===== src/rtl/rtcAlarmPkg.sv =====
package rtcAlarmPkg;
  localparam int ADDR_W       = 5;
  localparam int DATA_W       = 8;
  localparam int NUM_FIELDS   = 8;
  localparam int NUM_PERIODIC = 7;
  localparam int STATUS_W     = NUM_PERIODIC + 1;
  localparam int ALARM_BIT    = STATUS_W - 1;
  localparam int DOW_IDX      = 5;
  localparam int ALARM_BASE   = 8;
  localparam int ADDR_STATUS  = 16;
  localparam int ADDR_CTRL    = 17;
  localparam int ADDR_RAMCLR  = 19;
  localparam int ADDR_STBY    = 22;
  localparam logic [DATA_W-1:0] DOW_ANY   = 8'h0C;
  localparam logic [DATA_W-1:0] CLEAR_KEY = 8'hFF;

  typedef struct packed {
    logic [NUM_FIELDS-1:0] alarmWe;
    logic                  ctrlWe;
    logic                  stbyWe;
    logic                  ramClr;
    logic                  statusRd;
  } ctlStrobe_t;
endpackage


===== src/rtl/rtcAlarmCtl.sv =====
module rtcAlarmCtl
  import rtcAlarmPkg::*;
(
  input  logic [ADDR_W-1:0] regAddr,
  input  logic              regWr,
  input  logic              regRd,
  input  logic [DATA_W-1:0] regWrData,
  output ctlStrobe_t        strb
);
  logic [NUM_FIELDS-1:0] fieldSel;

  genvar gi;
  generate
    for (gi = 0; gi < NUM_FIELDS; gi++) begin : g_sel
      assign fieldSel[gi] = regWr && (regAddr == ADDR_W'(ALARM_BASE + gi));
    end
  endgenerate

  always_comb begin
    strb          = '0;
    strb.alarmWe  = fieldSel;
    strb.ctrlWe   = regWr && (regAddr == ADDR_W'(ADDR_CTRL));
    strb.stbyWe   = regWr && (regAddr == ADDR_W'(ADDR_STBY));
    strb.ramClr   = regWr && (regAddr == ADDR_W'(ADDR_RAMCLR)) && (regWrData == CLEAR_KEY);
    strb.statusRd = regRd && (regAddr == ADDR_W'(ADDR_STATUS));
  end
endmodule


===== src/rtl/rtcAlarmDp.sv =====
module rtcAlarmDp
  import rtcAlarmPkg::*;
(
  input  logic                         clk,
  input  logic                         rst_n,
  input  ctlStrobe_t                   strb,
  input  logic [DATA_W-1:0]            wrData,
  input  logic [ADDR_W-1:0]            rdAddr,
  input  logic [NUM_FIELDS*DATA_W-1:0] timeNow,
  input  logic                         msTick,
  input  logic [NUM_PERIODIC-1:0]      periodStb,
  output logic [DATA_W-1:0]            rdData,
  output logic                         irqOut,
  output logic                         stbyIrqN
);
  logic [DATA_W-1:0]     alarmReg [NUM_FIELDS];
  logic [STATUS_W-1:0]   ctrlReg;
  logic [STATUS_W-1:0]   statusReg;
  logic                  stbyEn;
  logic                  stbyFlag;
  logic [NUM_FIELDS-1:0] fieldHit;
  logic                  alarmHit;
  logic [STATUS_W-1:0]   setVec;

  genvar gi;
  generate
    for (gi = 0; gi < NUM_FIELDS; gi++) begin : g_field
      logic anyVal;
      if (gi == DOW_IDX) begin : g_dow
        assign anyVal = (alarmReg[gi] == DOW_ANY);
      end else begin : g_std
        assign anyVal = (alarmReg[gi][DATA_W-1 -: 2] == 2'b11);
      end
      assign fieldHit[gi] = anyVal || (alarmReg[gi] == timeNow[gi*DATA_W +: DATA_W]);

      always_ff @(posedge clk or negedge rst_n) begin
        if (!rst_n)                alarmReg[gi] <= '0;
        else if (strb.ramClr)      alarmReg[gi] <= '0;
        else if (strb.alarmWe[gi]) alarmReg[gi] <= wrData;
      end
    end
  endgenerate

  assign alarmHit = msTick && (&fieldHit);
  assign setVec   = {alarmHit, periodStb} & ctrlReg;

  always_ff @(posedge clk or negedge rst_n) begin
    if (!rst_n) begin
      ctrlReg   <= '0;
      statusReg <= '0;
      stbyEn    <= 1'b0;
      stbyFlag  <= 1'b0;
    end else begin
      if (strb.ctrlWe) ctrlReg <= wrData[STATUS_W-1:0];
      statusReg <= (strb.statusRd ? '0 : statusReg) | setVec;
      if (strb.stbyWe) begin
        stbyEn <= wrData[0];
        if (!wrData[0]) stbyFlag <= 1'b0;
        else stbyFlag <= (stbyFlag && !strb.statusRd) || (alarmHit && stbyEn);
      end else begin
        stbyFlag <= (stbyFlag && !strb.statusRd) || (alarmHit && stbyEn);
      end
    end
  end

  always_comb begin
    rdData = '0;
    for (int i = 0; i < NUM_FIELDS; i++)
      if (rdAddr == ADDR_W'(ALARM_BASE + i)) rdData = alarmReg[i];
    if (rdAddr == ADDR_W'(ADDR_STATUS)) rdData = DATA_W'(statusReg);
    if (rdAddr == ADDR_W'(ADDR_CTRL))   rdData = DATA_W'(ctrlReg);
    if (rdAddr == ADDR_W'(ADDR_STBY))   rdData = DATA_W'(stbyEn);
  end

  assign irqOut   = |(statusReg & ctrlReg);
  assign stbyIrqN = ~stbyFlag;

  AST_STATUS_CLEARS: assert property (@(posedge clk) disable iff (!rst_n)
    (strb.statusRd && !msTick && (periodStb == '0)) |=> (statusReg == '0));
  AST_NEW_BITS_ENABLED: assert property (@(posedge clk) disable iff (!rst_n)
    1'b1 |=> ((statusReg & ~$past(statusReg) & ~$past(ctrlReg)) == '0));
  AST_RAM_WIPE: assert property (@(posedge clk) disable iff (!rst_n)
    strb.ramClr |=> (alarmReg[0] == '0 && alarmReg[DOW_IDX] == '0 && alarmReg[NUM_FIELDS-1] == '0));
  AST_STBY_GATED: assert property (@(posedge clk) disable iff (!rst_n)
    !stbyEn |-> stbyIrqN);
  AST_IRQ_CAUSE: assert property (@(posedge clk) disable iff (!rst_n)
    $rose(irqOut) |-> $past(msTick || (|periodStb) || strb.ctrlWe));
  AST_ALARM_NEEDS_TICK: assert property (@(posedge clk) disable iff (!rst_n)
    (!msTick && !strb.stbyWe && !stbyFlag) |=> !stbyFlag);
endmodule


===== src/rtl/rtcAlarmUnit.sv =====
module rtcAlarmUnit
  import rtcAlarmPkg::*;
(
  input  logic                         clk,
  input  logic                         rst_n,
  input  logic [ADDR_W-1:0]            regAddr,
  input  logic                         regWr,
  input  logic                         regRd,
  input  logic [DATA_W-1:0]            regWrData,
  output logic [DATA_W-1:0]            regRdData,
  input  logic [NUM_FIELDS*DATA_W-1:0] timeNow,
  input  logic                         msTick,
  input  logic [NUM_PERIODIC-1:0]      periodStb,
  output logic                         irqOut,
  output logic                         stbyIrqN
);
  ctlStrobe_t strb;

  rtcAlarmCtl u_ctl (
    .regAddr   (regAddr),
    .regWr     (regWr),
    .regRd     (regRd),
    .regWrData (regWrData),
    .strb      (strb)
  );

  rtcAlarmDp u_dp (
    .clk       (clk),
    .rst_n     (rst_n),
    .strb      (strb),
    .wrData    (regWrData),
    .rdAddr    (regAddr),
    .timeNow   (timeNow),
    .msTick    (msTick),
    .periodStb (periodStb),
    .rdData    (regRdData),
    .irqOut    (irqOut),
    .stbyIrqN  (stbyIrqN)
  );
endmodule


===== config.mk =====
export PLATFORM = sky130hd
export DESIGN_NAME = rtcAlarmUnit
export DESIGN_NICKNAME = d
export VERILOG_FILES = /design/src/rtl/rtcAlarmPkg.sv /design/src/rtl/rtcAlarmCtl.sv /design/src/rtl/rtcAlarmDp.sv /design/src/rtl/rtcAlarmUnit.sv
export SDC_FILE = /design/constraint.sdc
export NUM_CORES = 1
export LEC_CHECK = 0
export ABC_AREA = 1
export BUFFER_PORTS_ARGS = -buffer_cell sky130_fd_sc_hd__buf_2
export CAP_MARGIN = 20
export CORE_AREA = 2 2 114 116
export DETAILED_ROUTE_END_ITERATION = 7
export DIE_AREA = 0 0 116 118
export REMOVE_ABC_BUFFERS = 1
export SYNTH_ARGS = -nofsm -noshare
export SYNTH_HDL_FRONTEND = slang
export SYNTH_HIERARCHICAL = 1
export SYNTH_SLANG_ARGS = --single-unit

===== constraint.sdc =====
create_clock -name clk -period 1.4 [get_ports clk]
set_input_delay 0 -clock clk [delete_from_list [all_inputs] [get_ports clk]]
set_output_delay 0 -clock clk [all_outputs]
set_load 0.02 [all_outputs]

==> impl_metrics.ini <==
[pwr]
total_power_uw = 7740
intPower_uw = 5300
p_sw_uw = 2440
powerDensity_nw_per_um2 = 1080
p_clk_share_pct = 29.7
seq_power_share_pct = 41.4
ir_drop_uv = 538
p_sw_share_pct = 31.5
power_frac_comb_pct = 28.9
p_leak_uw = 0.00360

[drt]
vias = 5311
final_antenna_net_count = 0
initialDrtViolationCount = 311
wire_per_inst_microns = 15.6
drc = 0
wirelength_mm = 17.0
via_per_inst = 4.88
drt-pass1-iter-count = 7

[sta]
relSlewSlack_pct = 74.6
fin_crit_sh_pct = 118
finalWorstSetupSlack_ns = -0.245
max_clock_freq_mhz = 608
clock_skew_ns = 0.00579
post-route-min-period_ns = 1.65
hold_viol = 0
max_slew.worst_pin.slew_ns = 0.381
finalMaxSlewViolations = 0
final-setup-viol-count = 10
rsz0062_at_grt = true

[global_route]
use_met3_pct = 4.07
grt_max_degree = 45
grt.met1_usage_pct = 34.4
antenna_found_initial = 0
busiest_layer = met2
overflow = 0
track_usage_pct = 25.5
grtUsageMet2_pct = 42.4
grt_pass1_vias = 5354
grt_pass1_wl_mm = 26.7

[worst_setup_path]
crit_fanout = 2
cp_data_arrival_time_ns = 1.65
endpoint_kind = output port
start_kind = flip-flop
path_class = reg -> out
required_ns = 1.40

[logic_synthesis]
synthMuxAreaShare_pct = 0.229
synthFlopType = dfrtp_1
synthAdderAreaFrac_pct = 0
ys_seq_area_share_pct = 41.8
yosys_warnings = 6
synth_cell_type_count = 29
synthCells = 685
synth-seq-cells = 82
synth_edf_count = 0
synth_top_family_by_area = simple AND/OR/NAND/NOR gates
netlist_area_sq_um = 4910
synth_area_per_cell_sq_um = 7.16
synth_xor_area_share_pct = 8.75
synth_simple_gate_area_share_pct = 30.9
postSynth.asyncResetShare_pct = 100
synth_compound_area_share_pct = 11.6

[cts]
htreeDepth = 3
clkLatencyLatePin_ns = 0.33
clk_path_buf_depth = 2
cts_buffers = 9
cts.sinks = 82
cts_tree = yes
cts_root_buffer = clkbuf_16
clk_pin_slew_ns = 0.06

[die]
rows = 41
core-area_sq_um = 12400
boundaryPins = 99
die_h_microns = 118
die_x_microns = 116
dieArea_sq_um = 13700
initial_core_util_pct = 39.5

[final_layout]
drive_above_1_share_pct = 31.6
final_nets = 1002
area_delta_synth_final_pct = 45.7
final_cells = 1089
fin_area_sq_um = 7150
mostFrequentLayoutCell = nand2_1
layout_common_cells = 236 x nand2_1, 100 x buf_4, 87 x buf_2, 82 x dfrtp_1, 74 x o21ai_0
antenna_cells = 0

[job]
maxCapViolations = 0

[placed_design]
dp_cells = 1038
placedInstanceArea_sq_um = 6290
hpwl_mm = 12.8
gp_congestion = 0.934
portBuffers = 98

[outcome]
status = complete, but fails checks
violations = negative setup slack

[hold_path]
hp-class = in -> reg
[cells by family after synthesis]
| kind of cell | Yosys count |
|---|---|
| AND/OR/NAND/NOR | 361 |
| buffers and inverters | 85 |
| AO/OA/AOI/OAI | 107 |
| multiplexers | 1 |
| flip-flops | 82 |
| XOR/XNOR | 49 |
[power groups by stage]
stage          clock network (uW)  registers [uW]  logic (uW)
3_5_place_dp                    0            3260        1850
2_1_floorplan                   0            3150        1000
4_1_cts                      2320            3200        2110
6_report                     2300            3210        2230
5_1_grt                      2450            3250        2480
3_3_place_gp                    0            3260        1820
[critical path, cell delays in order (launching register included)]
cell and delay, ns:
dfrtp_1 0.39, buf_6 0.13, inv_2 0.04, nor2_2 0.03
nor2_2 0.13, nand3_2 0.10, a21oi_2 0.14, nand4_1 0.10
nand2_1 0.09, inv_2 0.04, buf_6 0.12
[registers in the layout, summed over array words and instances (netlist names)]
name / count
u_dp/alarmReg: 64
u_dp/ctrlReg: 8
u_dp/statusReg: 8
u_dp/stbyEn: 1
u_dp/stbyFlag: 1
[area by class of cell]
type                            count  area [sq um]
Clock buffer                        9           225
Fill cell                        1190          5260
Multi-Input combinational cell    518          2710
Inverter                           81           304
Timing Repair Buffer              221          1590
Sequential cell                    82          2050
Tap cell                          172           215
Clock inverter                      6          58.8
[per-layer routing]
metal	vias to the layer above	share of wire (%)
li1	2632	-
met1	2478	43
met2	179	49
met3	22	6.6
met4	0	1.5
met5	-	0
[through the flow]
| stage | util, % | setup WS, ns | setup TNS [ns] | hold slack [ns] |
|---|---|---|---|---|
| floorplan | - | 0.178 | 0 | -0.296 |
| global placement | 50.7 | -0.173 | -2.65 | -0.0507 |
| detailed placement | 50.7 | -0.162 | -4.50 | -0.0496 |
| CTS | 56.5 | -0.231 | -1.81 | 0.0730 |
| global route | 57.6 | -0.323 | -2.59 | 0.0728 |
| finish | 57.6 | -0.245 | -1.69 | 0.0478 |
[Yosys cell counts (2+ instances only)]
library cell / count / area [sq um]
nor2_4: 6 / 67.6
o2111ai_1: 3 / 26.3
nor2_1: 58 / 218
nand2_1: 245 / 920
nand3_1: 22 / 110
inv_1: 77 / 289
xor2_1: 7 / 61.3
nor3_1: 3 / 15.0
a21oi_1: 21 / 105
nand4_1: 14 / 87.6
dfrtp_1: 82 / 2050
clkbuf_1: 2 / 7.51
nor2_2: 2 / 12.5
or2_2: 4 / 25.0
o21ai_0: 75 / 375
inv_2: 4 / 15.0
o22ai_1: 2 / 12.5
nand3_2: 2 / 20.0
a22o_1: 4 / 35.0
xnor2_1: 42 / 368
nand2_2: 2 / 12.5
[final timing paths]
| kind | from | to | slack [ns] | cells after the start |
|---|---|---|---|---|
| setup reg to reg | u_dp/alarmReg[54] | u_dp/stbyFlag | -0.13 | 10 |
| hold / removal | regWrData[2] | u_dp/ctrlReg[2] | 0.05 | 3 |
| max in group asynchronous | rst_n | u_dp/alarmReg[34] | 0.71 | 3 |
| min in group asynchronous | rst_n | u_dp/statusReg[2] | 0.13 | 2 |
| setup / recovery | u_dp/alarmReg[47] | regRdData[7] | -0.25 | 10 |
| hold reg to reg | u_dp/ctrlReg[6] | u_dp/statusReg[6] | 0.51 | 2 |
[repair_timing]
action | CTS | global route
resized for setup | 44 | 35
buffers inserted | 16 | 7
hold buffers | 16 | 0
setup endpoints to repair | 10 | 75
hold endpoints to repair | 98 | 0
pin swaps | 35 | 42
Power figures use the tool's default switching activity.
